[src/rtl/tps_pkg.sv]
package tps_pkg;
  typedef enum logic {SEQ_IDLE, SEQ_RUN} seq_state_e;
  localparam int unsigned TPS_SIDES = 2;
endpackage

[src/rtl/tps_mask_pick.sv]
module tps_mask_pick #(
  parameter int unsigned VL_W = 7
) (
  input  logic [(1<<VL_W)-1:0] mask,
  input  logic [VL_W-1:0]      idx,
  input  logic                 en,
  output logic                 ok
);
  // element is live when masking is off or its bit is set
  assign ok = !en || mask[idx];
endmodule

[src/rtl/tps_elem_op.sv]
module tps_elem_op #(
  parameter int unsigned DATA_W = 64,
  parameter int unsigned ELEM_W = 8
) (
  input  logic [DATA_W-1:0] src,
  output logic [DATA_W-1:0] res
);
  generate
    if (ELEM_W < DATA_W) begin : g_ext
      logic unused_hi;
      assign unused_hi = ^src[DATA_W-1:ELEM_W];
      assign res = {{(DATA_W-ELEM_W){src[ELEM_W-1]}}, src[ELEM_W-1:0]};
    end else begin : g_pass
      assign res = src;
    end
  endgenerate
endmodule

[src/rtl/tpred_seq.sv]
module tpred_seq
  import tps_pkg::*;
#(
  parameter int unsigned DATA_W = 64,
  parameter int unsigned ELEM_W = 8,
  parameter int unsigned VL_W   = 7,
  parameter int unsigned RF_AW  = 5
) (
  input  logic                    clk,
  input  logic                    rst_n,
  input  logic                    start,
  input  logic [RF_AW-1:0]        src_base,
  input  logic [RF_AW-1:0]        dst_base,
  input  logic [VL_W-1:0]         vl,
  input  logic [VL_W-1:0]         maxvl,
  input  logic                    src_pred_en,
  input  logic [(1<<VL_W)-1:0]    src_mask,
  input  logic                    dst_pred_en,
  input  logic [(1<<VL_W)-1:0]    dst_mask,
  output logic [RF_AW-1:0]        rd_addr,
  input  logic [DATA_W-1:0]       rd_data,
  output logic                    wr_valid,
  input  logic                    wr_ready,
  output logic [RF_AW-1:0]        wr_addr,
  output logic [DATA_W-1:0]       wr_data,
  output logic                    busy,
  output logic                    done
);
  localparam int unsigned MASK_W = 1 << VL_W;

  seq_state_e           state_q;
  logic [VL_W-1:0]      sidx_q, didx_q, len_q;
  logic [RF_AW-1:0]     sbase_q, dbase_q;
  logic                 spen_q, dpen_q;
  logic [MASK_W-1:0]    smask_q, dmask_q;
  logic [VL_W-1:0]      eff_len;
  logic                 run, at_end, s_ok, d_ok, pair;

  // side 0 = source, side 1 = destination
  logic [TPS_SIDES-1:0][MASK_W-1:0] side_mask;
  logic [TPS_SIDES-1:0][VL_W-1:0]   side_idx;
  logic [TPS_SIDES-1:0]             side_en, side_ok;

  assign side_mask = {dmask_q, smask_q};
  assign side_idx  = {didx_q, sidx_q};
  assign side_en   = {dpen_q, spen_q};

  generate
    for (genvar g = 0; g < TPS_SIDES; g++) begin : g_side
      tps_mask_pick #(.VL_W(VL_W)) u_pick (
        .mask (side_mask[g]),
        .idx  (side_idx[g]),
        .en   (side_en[g]),
        .ok   (side_ok[g])
      );
    end
  endgenerate

  assign s_ok    = side_ok[0];
  assign d_ok    = side_ok[1];
  assign eff_len = (vl > maxvl) ? maxvl : vl;
  assign run     = (state_q == SEQ_RUN);
  assign at_end  = (sidx_q >= len_q) || (didx_q >= len_q);
  assign pair    = run && !at_end && s_ok && d_ok;
  assign busy    = run;
  assign done    = run && at_end;

  assign rd_addr  = sbase_q + RF_AW'(sidx_q);
  assign wr_addr  = dbase_q + RF_AW'(didx_q);
  assign wr_valid = pair;

  tps_elem_op #(.DATA_W(DATA_W), .ELEM_W(ELEM_W)) u_op (
    .src (rd_data),
    .res (wr_data)
  );

  always_ff @(posedge clk) begin
    if (!rst_n) begin
      state_q <= SEQ_IDLE;
      sidx_q  <= '0;
      didx_q  <= '0;
      len_q   <= '0;
      sbase_q <= '0;
      dbase_q <= '0;
      spen_q  <= 1'b0;
      dpen_q  <= 1'b0;
      smask_q <= '0;
      dmask_q <= '0;
    end else begin
      case (state_q)
        SEQ_IDLE: begin
          if (start) begin
            state_q <= SEQ_RUN;
            sidx_q  <= '0;
            didx_q  <= '0;
            len_q   <= eff_len;
            sbase_q <= src_base;
            dbase_q <= dst_base;
            spen_q  <= src_pred_en;
            dpen_q  <= dst_pred_en;
            smask_q <= src_mask;
            dmask_q <= dst_mask;
          end
        end
        default: begin
          if (at_end) begin
            state_q <= SEQ_IDLE;
          end else if (pair) begin
            if (wr_ready) begin
              sidx_q <= sidx_q + 1'b1;
              didx_q <= didx_q + 1'b1;
            end
          end else begin
            if (!s_ok) sidx_q <= sidx_q + 1'b1;
            if (!d_ok) didx_q <= didx_q + 1'b1;
          end
        end
      endcase
    end
  end

  AST_DONE_ONE_CYCLE: assert property (@(posedge clk) disable iff (!rst_n)
    done |=> !done);

  AST_START_WHILE_BUSY: assert property (@(posedge clk) disable iff (!rst_n)
    (busy && start) |=> ($stable(len_q) && $stable(dbase_q) && $stable(sbase_q)));

  AST_IDLE_QUIET: assert property (@(posedge clk) disable iff (!rst_n)
    !busy |-> (!wr_valid && !done));

  AST_STALL_HOLD: assert property (@(posedge clk) disable iff (!rst_n)
    (wr_valid && !wr_ready) |=> (wr_valid && $stable(wr_addr) && $stable(rd_addr)));

  AST_IDX_STEP: assert property (@(posedge clk) disable iff (!rst_n)
    (run && !at_end) |=> (((sidx_q - $past(sidx_q)) <= VL_W'(1)) &&
                          ((didx_q - $past(didx_q)) <= VL_W'(1))));

  AST_LEN_CEIL: assert property (@(posedge clk) disable iff (!rst_n)
    (!busy && start) |=> (len_q <= $past(maxvl)));
endmodule

[config.mk]
export PLATFORM = sky130hd
export DESIGN_NAME = tpred_seq
export DESIGN_NICKNAME = d
export VERILOG_FILES = /design/src/rtl/tps_pkg.sv /design/src/rtl/tps_mask_pick.sv /design/src/rtl/tps_elem_op.sv /design/src/rtl/tpred_seq.sv
export SDC_FILE = /design/constraint.sdc
export NUM_CORES = 1
export LEC_CHECK = 0
export ABC_CLOCK_PERIOD_IN_PS = 9350
export BUFFER_PORTS_ARGS = -buffer_cell sky130_fd_sc_hd__buf_2
export CAP_MARGIN = 5
export CORE_ASPECT_RATIO = 1.5
export CORE_MARGIN = 4
export CORE_UTILIZATION = 30
export DETAILED_ROUTE_END_ITERATION = 16
export GPL_TIMING_DRIVEN = 0
export MAX_ROUTING_LAYER = met4
export SLEW_MARGIN = 20
export SYNTH_ARGS = -nofsm -noshare
export SYNTH_HDL_FRONTEND = slang
export SYNTH_SLANG_ARGS = --single-unit
[constraint.sdc]
create_clock -name clk -period 9.35 [get_ports clk]
set_input_delay 2.805 -clock clk [delete_from_list [all_inputs] [get_ports clk]]
set_output_delay 2.805 -clock clk [all_outputs]
set_load 0.01 [all_outputs]
Word level (Yosys, flattened, before mapping)
Index checks and enable logic that the tools add are counted.
{"block": "totals", "regBits": 290, "inputBits": 350, "out_inout_bits": 77, "wordCells": 57}
{"block": "op_classes", "add_sub_neg": 4, "order_cmp": 5, "n_eq_ne": 4, "mux": 19, "n_bitwise": 1, "n_reduce_logical": 14}
{"operator": "two-way mux 7 bit", "count": 12}
{"operator": "less-than comparator 7 x 8 -> 1 bit (second input constant)", "count": 2}
{"operator": "adder 7 x 1 -> 7 bit (second input constant)", "count": 2}
{"operator": "binary-select mux 1 bit (select 7 bit)", "count": 2}
{"operator": "greater-or-equal comparator 7 bit", "count": 2}
{"operator": "adder 5 bit", "count": 2}
{"operator": "inequality test 3 bit (second input constant)", "count": 3}
{"operator": "AND reduction 4 bit", "count": 2}
{"operator": "> comparator 7 bit", "count": 1}
{"operator": "two-way mux 1 bit", "count": 5}
{"operator": "logical AND 1 bit", "count": 4}
{"operator": "zero test 1 bit", "count": 3}
{"operator": "logical OR 1 bit", "count": 3}
{"operator": "inequality test 2 bit (second input constant)", "count": 1}
{"operator": "AND reduction 2 bit", "count": 1}
{"operator": "nonzero test 2 bit", "count": 1}
{"operator": "NOT 1 bit", "count": 1}

Logic depth before layout (Yosys ltp)
Gate-level depths: netlist of the first run.
{"block": "logic_depth", "ltp_word": 9, "ltp_mapped": 12, "depth_no_buf": 10}

Cells and area by module
From an unflattened synthesis of the first run, not the netlist that was laid out.
{"block": "hier_totals", "hier_cells": 1654, "hier_area_um2": 14432.6}
{"module": "tpred_seq", "n_inst": 1, "cells_each": 1390, "area_per_inst_um2": 11612.4, "seq_area_each_um2": 5805.6}
{"module": "tps_mask_pick", "n_inst": 2, "cells_each": 100, "area_per_inst_um2": 1169.9, "seq_area_each_um2": 0.0}
{"module": "tps_elem_op", "n_inst": 1, "cells_each": 64, "area_per_inst_um2": 480.5, "seq_area_each_um2": 0.0}

Worst setup path after synthesis of the first run
No wires, ideal clock.
{"block": "synth_path", "path_kind": "input to output", "start": "input rd_data[0]", "end": "output wr_data[0]", "arrival_time_ns": 2.924, "required_time_ns": 6.545, "setup_slack_ns": 3.621, "stages": 1, "path_buffers": 1, "cell_sequence": "buf_4"}
{"element": "from (decl)", "line": "tpred_seq.sv:21", "source": "input logic [DATA_W-1:0] rd_data,"}
{"element": "to (decl)", "line": "tpred_seq.sv:25", "source": "output logic [DATA_W-1:0] wr_data,"}
No word-level cell between the ends.

Final worst setup path of the first run
{"block": "layout_path", "start": "register sidx_q[0]", "end": "output wr_valid"}
{"block": "layout_between", "elab_chain_len": 6, "elab_cells_between_ends": 9, "cone_classes": "order compare: 1; mux: 2; reduce/logical: 6"}
{"element": "from (decl)", "line": "tpred_seq.sv:32", "source": "logic [VL_W-1:0] sidx_q, didx_q, len_q;"}
{"element": "from (signal assigned)", "line": "tpred_seq.sv:110", "source": "sidx_q <= sidx_q + 1'b1;"}
{"element": "from (signal assigned)", "line": "tpred_seq.sv:114", "source": "if (!s_ok) sidx_q <= sidx_q + 1'b1;"}
{"element": "branches (longest 4 deep; another with binary-select mux 1 bit (select 7 bit))"}
{"element": "logical AND 1 bit (*) (2 in series)", "line": "tpred_seq.sv:64", "source": "assign pair = run && !at_end && s_ok && d_ok;"}
{"element": "to (decl)", "line": "tpred_seq.sv:22", "source": "output logic wr_valid,"}
Every way passes the cells marked *. The select of a mux whose other input is x is not followed.

==> reports/summary.txt, run 1 <==
Final setup fails -> 0
Final Cell Area -> 18,100 um2
Cts bufs inserted -> 30
Slew Viols, Final -> 0
# port buffers -> 361
Final Critical Period -> 6.75 ns
Clock root buffer -> clkbuf_16
Cell breakdown of the critical path -> buf_6 -> buf_4 -> clkinv_1 -> ha_1 -> nand2b_1 -> a21o_1 -> a21o_1 -> a221oi_1 -> o22a_1 -> nand2_1 -> a211oi_1 -> buf_2
Placed inst area -> 17,000 um2
Worst-Margin Slew -> 0.877 ns
RSZ-0062 raised after global routing -> false
Slew headroom -> 41.5%
Ys flop type -> dfxtp_1
Maximum fanout along the worst path -> 10
H-tree levels -> 1
Vias post-DR -> 12,800
Clk sinks -> 290
DRT iter0 DRCs -> 449
Worst Path Required -> 6.55 ns
CP bufs+invs -> 4
DRC -> 0
CP arrival -> 3.94 ns
Routed wire per std cell -> 17.8 um
Final GP Congestion -> 0.860
Slowest CP cell -> dfxtp_1
Row count -> 98
Die H -> 277 um
Period utilization -> 72.2%
Dominant cell by count in the synthesized netlist -> nand2_1
Worst Hold Launch -> smask_q[21]$_SDFFE_PN0P_
I/O pin total -> 427
# resized after CTS -> 0
CTS Buffer Depth -> 3
Synthesis Warnings -> 0
Fmax -> 148 MHz
Peak VDD IR -> 0.000128 V
FF-to-FF Start -> sidx_q[0]$_SDFFE_PN0P_
Mean post-synth cell area -> 8.68 um2
Fin cells -> 2,691
Placeable Area -> 47,700 um2
PwrDens -> 172 nW/um2
CTS tree -> yes
Vias in the first global route -> 13,000
Status -> finished, final reports clean
Reg2reg path depth -> 12
GRT Residual Overflow -> 0
Largest net degree at the start of global routing -> 58
Setup TNS -> 0 ns
Syn_nets -> 2,053
First-pass GRT wire length -> 72,600 um
Worst Path Class, Setup -> reg -> out
Initial core utilization -> 30.4%
Cell variety after synth -> 70
Number of fill cells -> 4,951
R2R setup slack -> 5.73 ns
Register area share after synthesis -> 40.1%
Clock Pin Slew Worst Setup and Hold Paths -> 0.06 ns
Worst Setup SP -> sidx_q[0]$_SDFFE_PN0P_
Post-synth top area share -> 40.1%
Crit path capture type -> output port
Max cap viols -> 0
Post-Synthesis Cells -> 1,670
Gr usage total -> 18.2%
EDFF count, synth -> 0
# nets final -> 2,446
Pleak -> 7.46 nW
DIE WIDTH -> 187 um
Layout cells sized above 1 -> 27.2%
Most used cell, CP -> a21o_1
Antenna violations before repair -> 4
Critical Path Stages -> 12
FF-to-FF End -> didx_q[0]$_SDFFE_PN0P_
FF/Latch Area -> 5810 um2
Hold Path Depth -> 2
Die ar. -> 52,000 um2
Drt pass-1 iters -> 5
Final HPWL DP -> 38,400 um
Multi-input logic area -> 7550 um2
Placed insts -> 2,631
Worst hold path endpoint -> smask_q[21]$_SDFFE_PN0P_
Mapped cell area -> 14,500 um2
CTS Hold Bufs -> 0
Top delay family on crit path -> compound AO/OA/AOI/OAI gates
Largest cells by area after synthesis -> dfxtp_1 40%, nand2_1 15%, a21boi_0 14%, mux4_2 7.5%, buf_4 3.6%
Seq cells post-synth -> 290
Area grow syn2layout -> 24.8%
Drt total wl -> 47,900 um
Worst Clk Skew -> 0.0316 ns
CP Launch Type -> register
Synth cell count leaders -> 566 x nand2_1, 290 x dfxtp_1, 270 x a21boi_0
Setup Fix Bufs, Post-CTS -> 0
CP max stage delay -> 0.47 ns
Via-per-instance ratio -> 4.74
Final Hold Viols -> 0
Min-delay worst type -> reg -> reg
Clock Latency Late Sink -> 0.58 ns
Asr flop ratio synth -> 0%
Post-synth top area cell -> dfxtp_1
Number of routed nets with antenna violations -> 0
cells by family after synthesis:
logic type | synth area share, %
XOR/XNOR | 0.484
multiplexers | 10.9
flip-flops | 40.1
adder cells (fa/ha/maj) | 2.95
AND/OR/NAND/NOR | 18.1
AO/OA/AOI/OAI | 19.7
buffers and inverters | 7.82
per-stage QoR:
stage | total power (W) | setup slack [ns] | utilization (%) | hold WS, ns
final | 0.00311 | 2.60 | 37.9 | 0.459
after global routing | 0.00327 | 2.19 | 37.9 | 0.480
after CTS | 0.00316 | 2.51 | 37.9 | 0.463
after detailed placement | 0.00191 | 3.13 | 35.7 | 0.453
after global placement | 0.00190 | 3.13 | 35.7 | 0.447
after floorplan | 0.00169 | 3.62 | - | 0.439
layout by cell type, fill, tap and decap left out, types with 7 or more instances in the layout:
cell type / netlist / final
a21boi_0: 270 / 270
clkbuf_1: 98 / 103
o21ai_0: 16 / 16
clkbuf_16: 0 / 30
a21o_1: 11 / 11
dfxtp_1: 290 / 290
buf_2: 11 / 372
mux2i_1: 26 / 26
nor2_1: 20 / 20
ha_1: 31 / 31
mux2_2: 12 / 12
nand3_1: 15 / 15
a2111oi_0: 7 / 7
nor2b_1: 9 / 9
buf_4: 70 / 70
inv_1: 30 / 30
a211oi_1: 10 / 10
a21oi_1: 7 / 7
nand2b_1: 8 / 8
mux4_2: 48 / 48
nand2_1: 566 / 566
nor3_1: 7 / 7
a221oi_1: 7 / 7
flip-flops by register name, summed over array words and instances (netlist names):
signal,cells
smask_q,128
busy,1
sidx_q,7
dmask_q,128
dbase_q,5
len_q,7
sbase_q,5
spen_q,1
dpen_q,1
didx_q,7
layout make-up:
| class | instances | share of cell area (%) |
|---|---|---|
| tap | 600 | 4.15 |
| clock buffer | 40 | 4.64 |
| buffer | 187 | 5.61 |
| multi-input combinational | 1161 | 41.8 |
| inverter | 32 | 0.664 |
| antenna | 5 | 0.0692 |
| timing repair buffer | 361 | 9.99 |
| clock inverter | 15 | 0.990 |
| sequential | 290 | 32.1 |
power by group:
part           internal, W  switching [W]
Combinational     0.000220       0.000289
Sequential         0.00132      0.0000472
Clock             0.000715       0.000522
worst max path at each step:
stage	endpoint	slack, ns
after floorplan	wr_data[0]	3.62
after global placement	wr_valid	3.13
after detailed placement	wr_valid	3.13
after CTS	wr_valid	2.51
after global routing	wr_valid	2.19
final	wr_valid	2.60
worst reg2reg max path, stage by stage (launching register included):
cell,delay [ns]
dfxtp_1,0.47
buf_6,0.20
buf_4,0.26
clkinv_1,0.36
ha_1,0.39
nand2b_1,0.14
a21o_1,0.17
a21o_1,0.17
a221oi_1,0.30
o22a_1,0.23
nand2_1,0.22
o21a_2,0.32
mux2_2,0.26
per-layer routing:
metal	wire length [um]	share of wire (%)	GRT usage, %	up-vias
li1	-	-	-	6402
met1	17700	37	18.5	5962
met2	27000	56	36.5	333
met3	2350	4.9	2.59	58
met4	924	1.9	4.12	0
met5	0	0	-	-
No activity file was read; power rests on OpenSTA's default activity.
==> run 2: changes to the inputs <==
Settings changed: ABC_AREA set to 1, ABC_CLOCK_PERIOD_IN_PS 9350 to 5450.
Clock period 9.35 ns to 5.45 ns, I/O delays scaled along.
==> reports/summary.txt, run 2 <==
Core Util, Final -> 38.0%
Largest regs -> dmask_q x128, smask_q x128
Clock Latency Late Sink -> 0.57 ns
Crit path capture type -> output port
Initial core utilization -> 30.3%
Layout cells sized above 1 -> 21.0%
Row count -> 97
ANT cells -> 0
DIE WIDTH -> 185 um
Commonest non-fill, non-tap cell in the layout -> nor2_1
Post-Synthesis Cells -> 2,129
Placed insts -> 3,084
Cts bufs inserted -> 30
Placeable Area -> 46,700 um2
Multi-input logic area -> 7050 um2
Reported net switching power -> 0.00273 W
Peak VDD IR -> 0.000255 V
Dominant cell by count in the synthesized netlist -> nor2_1
Setup crit end -> wr_valid
Largest cells by area after synthesis -> dfxtp_1 41%, nor2_1 15%, nand2_1 11%, o21ai_0 9.9%, nand3_1 8.4%
Synth Area in XOR/XNOR -> 0.495%
Synthesis Warnings -> 0
Mean post-synth cell area -> 6.65 um2
Clock share of power -> 30.4%
Pleak -> 8.37 nW
Number of routed nets with antenna violations -> 0
I/O pin total -> 427
EDFF count, synth -> 0
CP Launch Type -> register
First-pass GRT wire length -> 81,100 um
Largest net degree at the start of global routing -> 58
Post-synth top area share -> 41.0%
Final setup fails -> 0
Fin cells -> 3,137
Drt total wl -> 55,100 um
Mapped cell area -> 14,200 um2
DRC -> 0
Max cap viols -> 0
Final Critical Period -> 4.71 ns
# port buffers -> 361
Worst Clk Skew -> 0.0169 ns
Syn_nets -> 2,512
GRT Residual Overflow -> 0
CP arrival -> 3.08 ns
Vias post-DR -> 15,100
CTS Hold Bufs -> 0
Seq cells post-synth -> 290
FF/Latch Area -> 5810 um2
Sw frac -> 37.9%
Adder-cell share of the synthesized area -> 3.02%
Drt pass-1 iters -> 7
Min-delay worst type -> reg -> reg
Vias in the first global route -> 14,600
Post-synth top area cell -> dfxtp_1
Die H -> 274 um
DRT iter0 DRCs -> 965
CTS tree -> yes
Period utilization -> 86.5%
Cell variety after synth -> 30
R2R setup slack -> 2.53 ns
Clock Pin Slew Worst Setup and Hold Paths -> 0.07 ns
Gr usage total -> 21.1%
Clock root buffer -> clkbuf_16
Clk sinks -> 290
PwrDens -> 405 nW/um2
Synth Area in Compound Gates -> 11.4%
Routed wire per std cell -> 17.6 um
Via-per-instance ratio -> 4.82
FF-to-FF Start -> sidx_q[2]$_SDFFE_PN0P_
Register area share after synthesis -> 41.0%
Worst-Margin Slew -> 0.885 ns
Worst Setup SP -> sidx_q[0]$_SDFFE_PN0P_
Largest family of logic cells by synthesized area -> simple AND/OR/NAND/NOR gates
Worst Path Class, Setup -> reg -> out
H-tree levels -> 1
Mux cell area share after synthesis -> 0%
Asr flop ratio synth -> 0%
Die ar. -> 50,800 um2
Combinational share of power -> 34.2%
FF-to-FF End -> sidx_q[6]$_SDFFE_PN0P_
Flop pwr share -> 35.4%
Area grow syn2layout -> 25.4%
# resized after CTS -> 0
Synth cell count leaders -> 572 x nor2_1, 397 x nand2_1, 290 x dfxtp_1
Setup TNS -> 0 ns
Final GP Congestion -> 0.915
Most frequent cells in the layout -> 572 x nor2_1, 397 x nand2_1, 391 x buf_2
Setup Fix Bufs, Post-CTS -> 0
Cell internal pwr -> 0.00446 W
Antenna violations before repair -> 0
Final Hold Viols -> 0
Fmax -> 212 MHz
Slew Viols, Final -> 0
CTS Buffer Depth -> 3
Final HPWL DP -> 42,100 um
Hold Path Depth -> 2
Worst Path Required -> 3.82 ns
Status -> finished, final reports clean
# nets final -> 2,905
Number of fill cells -> 5,101
Ys flop type -> dfxtp_1
Synth Area in Simple Gates -> 34.8%
RSZ-0062 raised after global routing -> false
Slew headroom -> 41.0%
Reg2reg path depth -> 16
Maximum fanout along the worst path -> 10
## run 2: kinds of logic (layout without fill, tap and decap cells)
kind of cell,count (synthesis),count (layout)
xor+xnor,8,8
buf+inv,258,672
simple gates,1222,1222
fa+ha+maj,33,33
flops,290,290
compound gates,318,318
## run 2: stage by stage
| step | hold WS (ns) | worst slack [ns] | power [W] | cell area [um2] |
|---|---|---|---|---|
| after floorplan | 0.445 | 1.95 | 0.00407 | 14200 |
| after global placement | 0.457 | 1.22 | 0.00500 | 16700 |
| after detailed placement | 0.456 | 1.20 | 0.00504 | 16700 |
| after CTS | 0.466 | 0.726 | 0.00723 | 17800 |
| after global routing | 0.490 | 0.399 | 0.00761 | 17800 |
| final | 0.466 | 0.736 | 0.00719 | 17800 |
## run 2: worst min path at each step
stage,startpoint,endpoint
6_report,len_q[2]$_SDFFE_PN0P_,len_q[2]$_SDFFE_PN0P_
5_1_grt,len_q[3]$_SDFFE_PN0P_,len_q[3]$_SDFFE_PN0P_
4_1_cts,len_q[2]$_SDFFE_PN0P_,len_q[2]$_SDFFE_PN0P_
3_5_place_dp,len_q[2]$_SDFFE_PN0P_,len_q[2]$_SDFFE_PN0P_
3_3_place_gp,len_q[5]$_SDFFE_PN0P_,len_q[5]$_SDFFE_PN0P_
2_1_floorplan,len_q[1]$_SDFFE_PN0P_,len_q[1]$_SDFFE_PN0P_
## run 2: final cells by class
class	count	share of cell area [%]
plain buffers	210	6.34
well taps	594	4.18
repair buffers	361	10.2
multi-input cells	1581	39.7
clock buffers	41	5.03
clock inverters	12	0.874
inverters	48	1.01
flip-flops and latches	290	32.7
## run 2: power by group through the flow
| stage | clock network [W] | registers (W) | logic [W] |
|---|---|---|---|
| floorplan | 0 | 0.00253 | 0.00155 |
| global placement | 0 | 0.00258 | 0.00242 |
| detailed placement | 0 | 0.00259 | 0.00245 |
| CTS | 0.00222 | 0.00254 | 0.00247 |
| global route | 0.00231 | 0.00257 | 0.00273 |
| finish | 0.00218 | 0.00255 | 0.00246 |
## run 2: critical path: stages (launching register included)
cell and delay (ns):
dfxtp_1 0.36, inv_2 0.08, buf_6 0.13, buf_2 0.31, ha_1 0.29, nand2_1 0.06
nor3_1 0.05, a211oi_1 0.28, o2111ai_1 0.22, nor2_1 0.29, nand3_1 0.14, inv_1 0.13
buf_2 0.15
## run 2: routing by layer
layer  global-route usage, %  vias to the layer above  part of all wire, %
met5                       -                        -                    0
met4                    7.79                        0                  3.9
met3                    2.26                      111                  6.3
met2                    38.9                      581                   52
met1                    23.1                     6848                   38
li1                        -                     7591                    -
==> run 3: changes to the inputs <==
Settings changed: PLACE_DENSITY_LB_ADDON set to 0.12.
==> reports/summary.txt, run 3 (synthesis results as in run 2) <==
Routed wire per std cell -> 17.7 um
PwrDens -> 409 nW/um2
DRC -> 0
Number of routed nets with antenna violations -> 0
Cell breakdown of the critical path -> buf_2 -> buf_1 -> nand3_1 -> nand2_1 -> nand2_1 -> nand3_1 -> nand3_1 -> nand2_1 -> nand2_1 -> nand3_2 -> nand3_1 -> inv_1 -> buf_2
Status -> finished, final reports clean
Area grow syn2layout -> 25.7%
Pleak -> 8.40 nW
CTS Buffer Depth -> 3
Multi-input logic area -> 7050 um2
Die ar. -> 50,800 um2
Fmax -> 212 MHz
Max cap viols -> 0
Gr usage total -> 21.6%
DIE WIDTH -> 185 um
H-tree levels -> 2
Slowest CP cell -> buf_1
Final setup fails -> 0
Clock Pin Slew Worst Setup and Hold Paths -> 0.06 ns
Peak VDD IR -> 0.000211 V
Placeable Area -> 46,700 um2
RSZ-0062 raised after global routing -> false
Largest net degree at the start of global routing -> 58
# nets final -> 2,909
FF/Latch Area -> 5810 um2
CP Launch Type -> register
I/O pin total -> 427
# port buffers -> 361
Commonest non-fill, non-tap cell in the layout -> nor2_1
CP max stage delay -> 0.67 ns
Final Hold Viols -> 0
Setup TNS -> 0 ns
Row count -> 97
Layout cells sized above 1 -> 21.0%
Clock Latency Late Sink -> 0.52 ns
Setup Fix Bufs, Post-CTS -> 0
Final Critical Period -> 4.71 ns
Via-per-instance ratio -> 4.73
CTS tree -> yes
Drt pass-1 iters -> 5
Number of fill cells -> 5,209
CTS Hold Bufs -> 0
GRT Residual Overflow -> 0
CP bufs+invs -> 4
Min-delay worst type -> reg -> reg
Drt total wl -> 55,700 um
Period utilization -> 86.4%
Slew headroom -> 38.7%
Worst Clk Skew -> 0.0152 ns
DRT iter0 DRCs -> 921
CP arrival -> 3.07 ns
# resized after CTS -> 0
First-pass GRT wire length -> 82,400 um
Largest regs -> dmask_q x128, smask_q x128
Maximum fanout along the worst path -> 10
Worst Path Class, Setup -> reg -> out
Final GP Congestion -> 0.881
Top delay family on crit path -> buffers and inverters
Antenna violations before repair -> 1
Most frequent cells in the layout -> 572 x nor2_1, 397 x nand2_1, 391 x buf_2
Crit path capture type -> output port
Worst Path Required -> 3.82 ns
Slew Viols, Final -> 0
Die H -> 274 um
Worst hold slack -> 0.466 ns
Final HPWL DP -> 42,200 um
Vias in the first global route -> 14,700
Vias post-DR -> 14,900
Clock root buffer -> clkbuf_16
Cts bufs inserted -> 34
Initial core utilization -> 30.3%
Worst-Margin Slew -> 0.919 ns
Clk sinks -> 290
-- run 3: changes by cell type in the layout (fill, tap and decap cells not counted), sizes merged --
cell | before | now
clkbuf | 139 | 145
clkinv | 9 | 11
clkinvlp | 2 | 0
diode | 0 | 2
bufinv | 3 | 2
-- run 3: where the power goes --
part | switching [W] | leakage [nW] | internal, W | total, W
Sequential | 0.000167 | 2.41 | 0.00238 | 0.00254
Combinational | 0.00166 | 5.45 | 0.000801 | 0.00246
Clock | 0.000932 | 0.546 | 0.00135 | 0.00228
-- run 3: tightest hold or removal path, delay by kind of cell (launching register included) --
family | cells | cell delay [ns]
flip-flops | 1 | 0.31
AND/OR/NAND/NOR | 1 | 0.06
AO/OA/AOI/OAI | 1 | 0.05
-- run 3: routing by layer --
layer	routed length (um)	vias up	GRT usage [%]	part of all wire, %
met1	21900	6725	23.8	39
met5	0	-	-	0
met3	2860	89	2.56	5.1
li1	-	7625	-	-
met4	1460	0	6.15	2.6
met2	29400	425	40.4	53
-- run 3: final cells by class --
class	instances	area share [%]
clock buffers	47	5.51
multi-input cells	1581	39.6
well taps	594	4.17
repair buffers	361	10.1
diodes	2	0.0281
clock inverters	11	0.611
plain buffers	210	6.32
flip-flops and latches	290	32.6
inverters	48	1.01
-- run 3: final timing paths --
check	cells past startpoint	startpoint	endpoint	slack (ns)
worst max register to register	17	didx_q[1]$_SDFFE_PN0P_	sidx_q[4]$_SDFFE_PN0P_	2.45
worst min register to register	2	len_q[1]$_SDFFE_PN0P_	len_q[1]$_SDFFE_PN0P_	0.47
worst min-delay path	2	len_q[1]$_SDFFE_PN0P_	len_q[1]$_SDFFE_PN0P_	0.47
worst max-delay path	13	sidx_q[2]$_SDFFE_PN0P_	wr_valid	0.74
-- run 3: metrics by stage --
stage          worst slack (ns)  area, um2  cells  util [%]  total power (W)
2_1_floorplan              1.95      14200   2129         -          0.00407
3_3_place_gp               1.21      16700   3084      35.8          0.00505
3_5_place_dp               1.23      16700   3084      35.8          0.00506
4_1_cts                   0.700      17800   3142      38.1          0.00738
5_1_grt                   0.535      17800   3143      38.1          0.00774
6_report                  0.743      17800   3144      38.1          0.00729
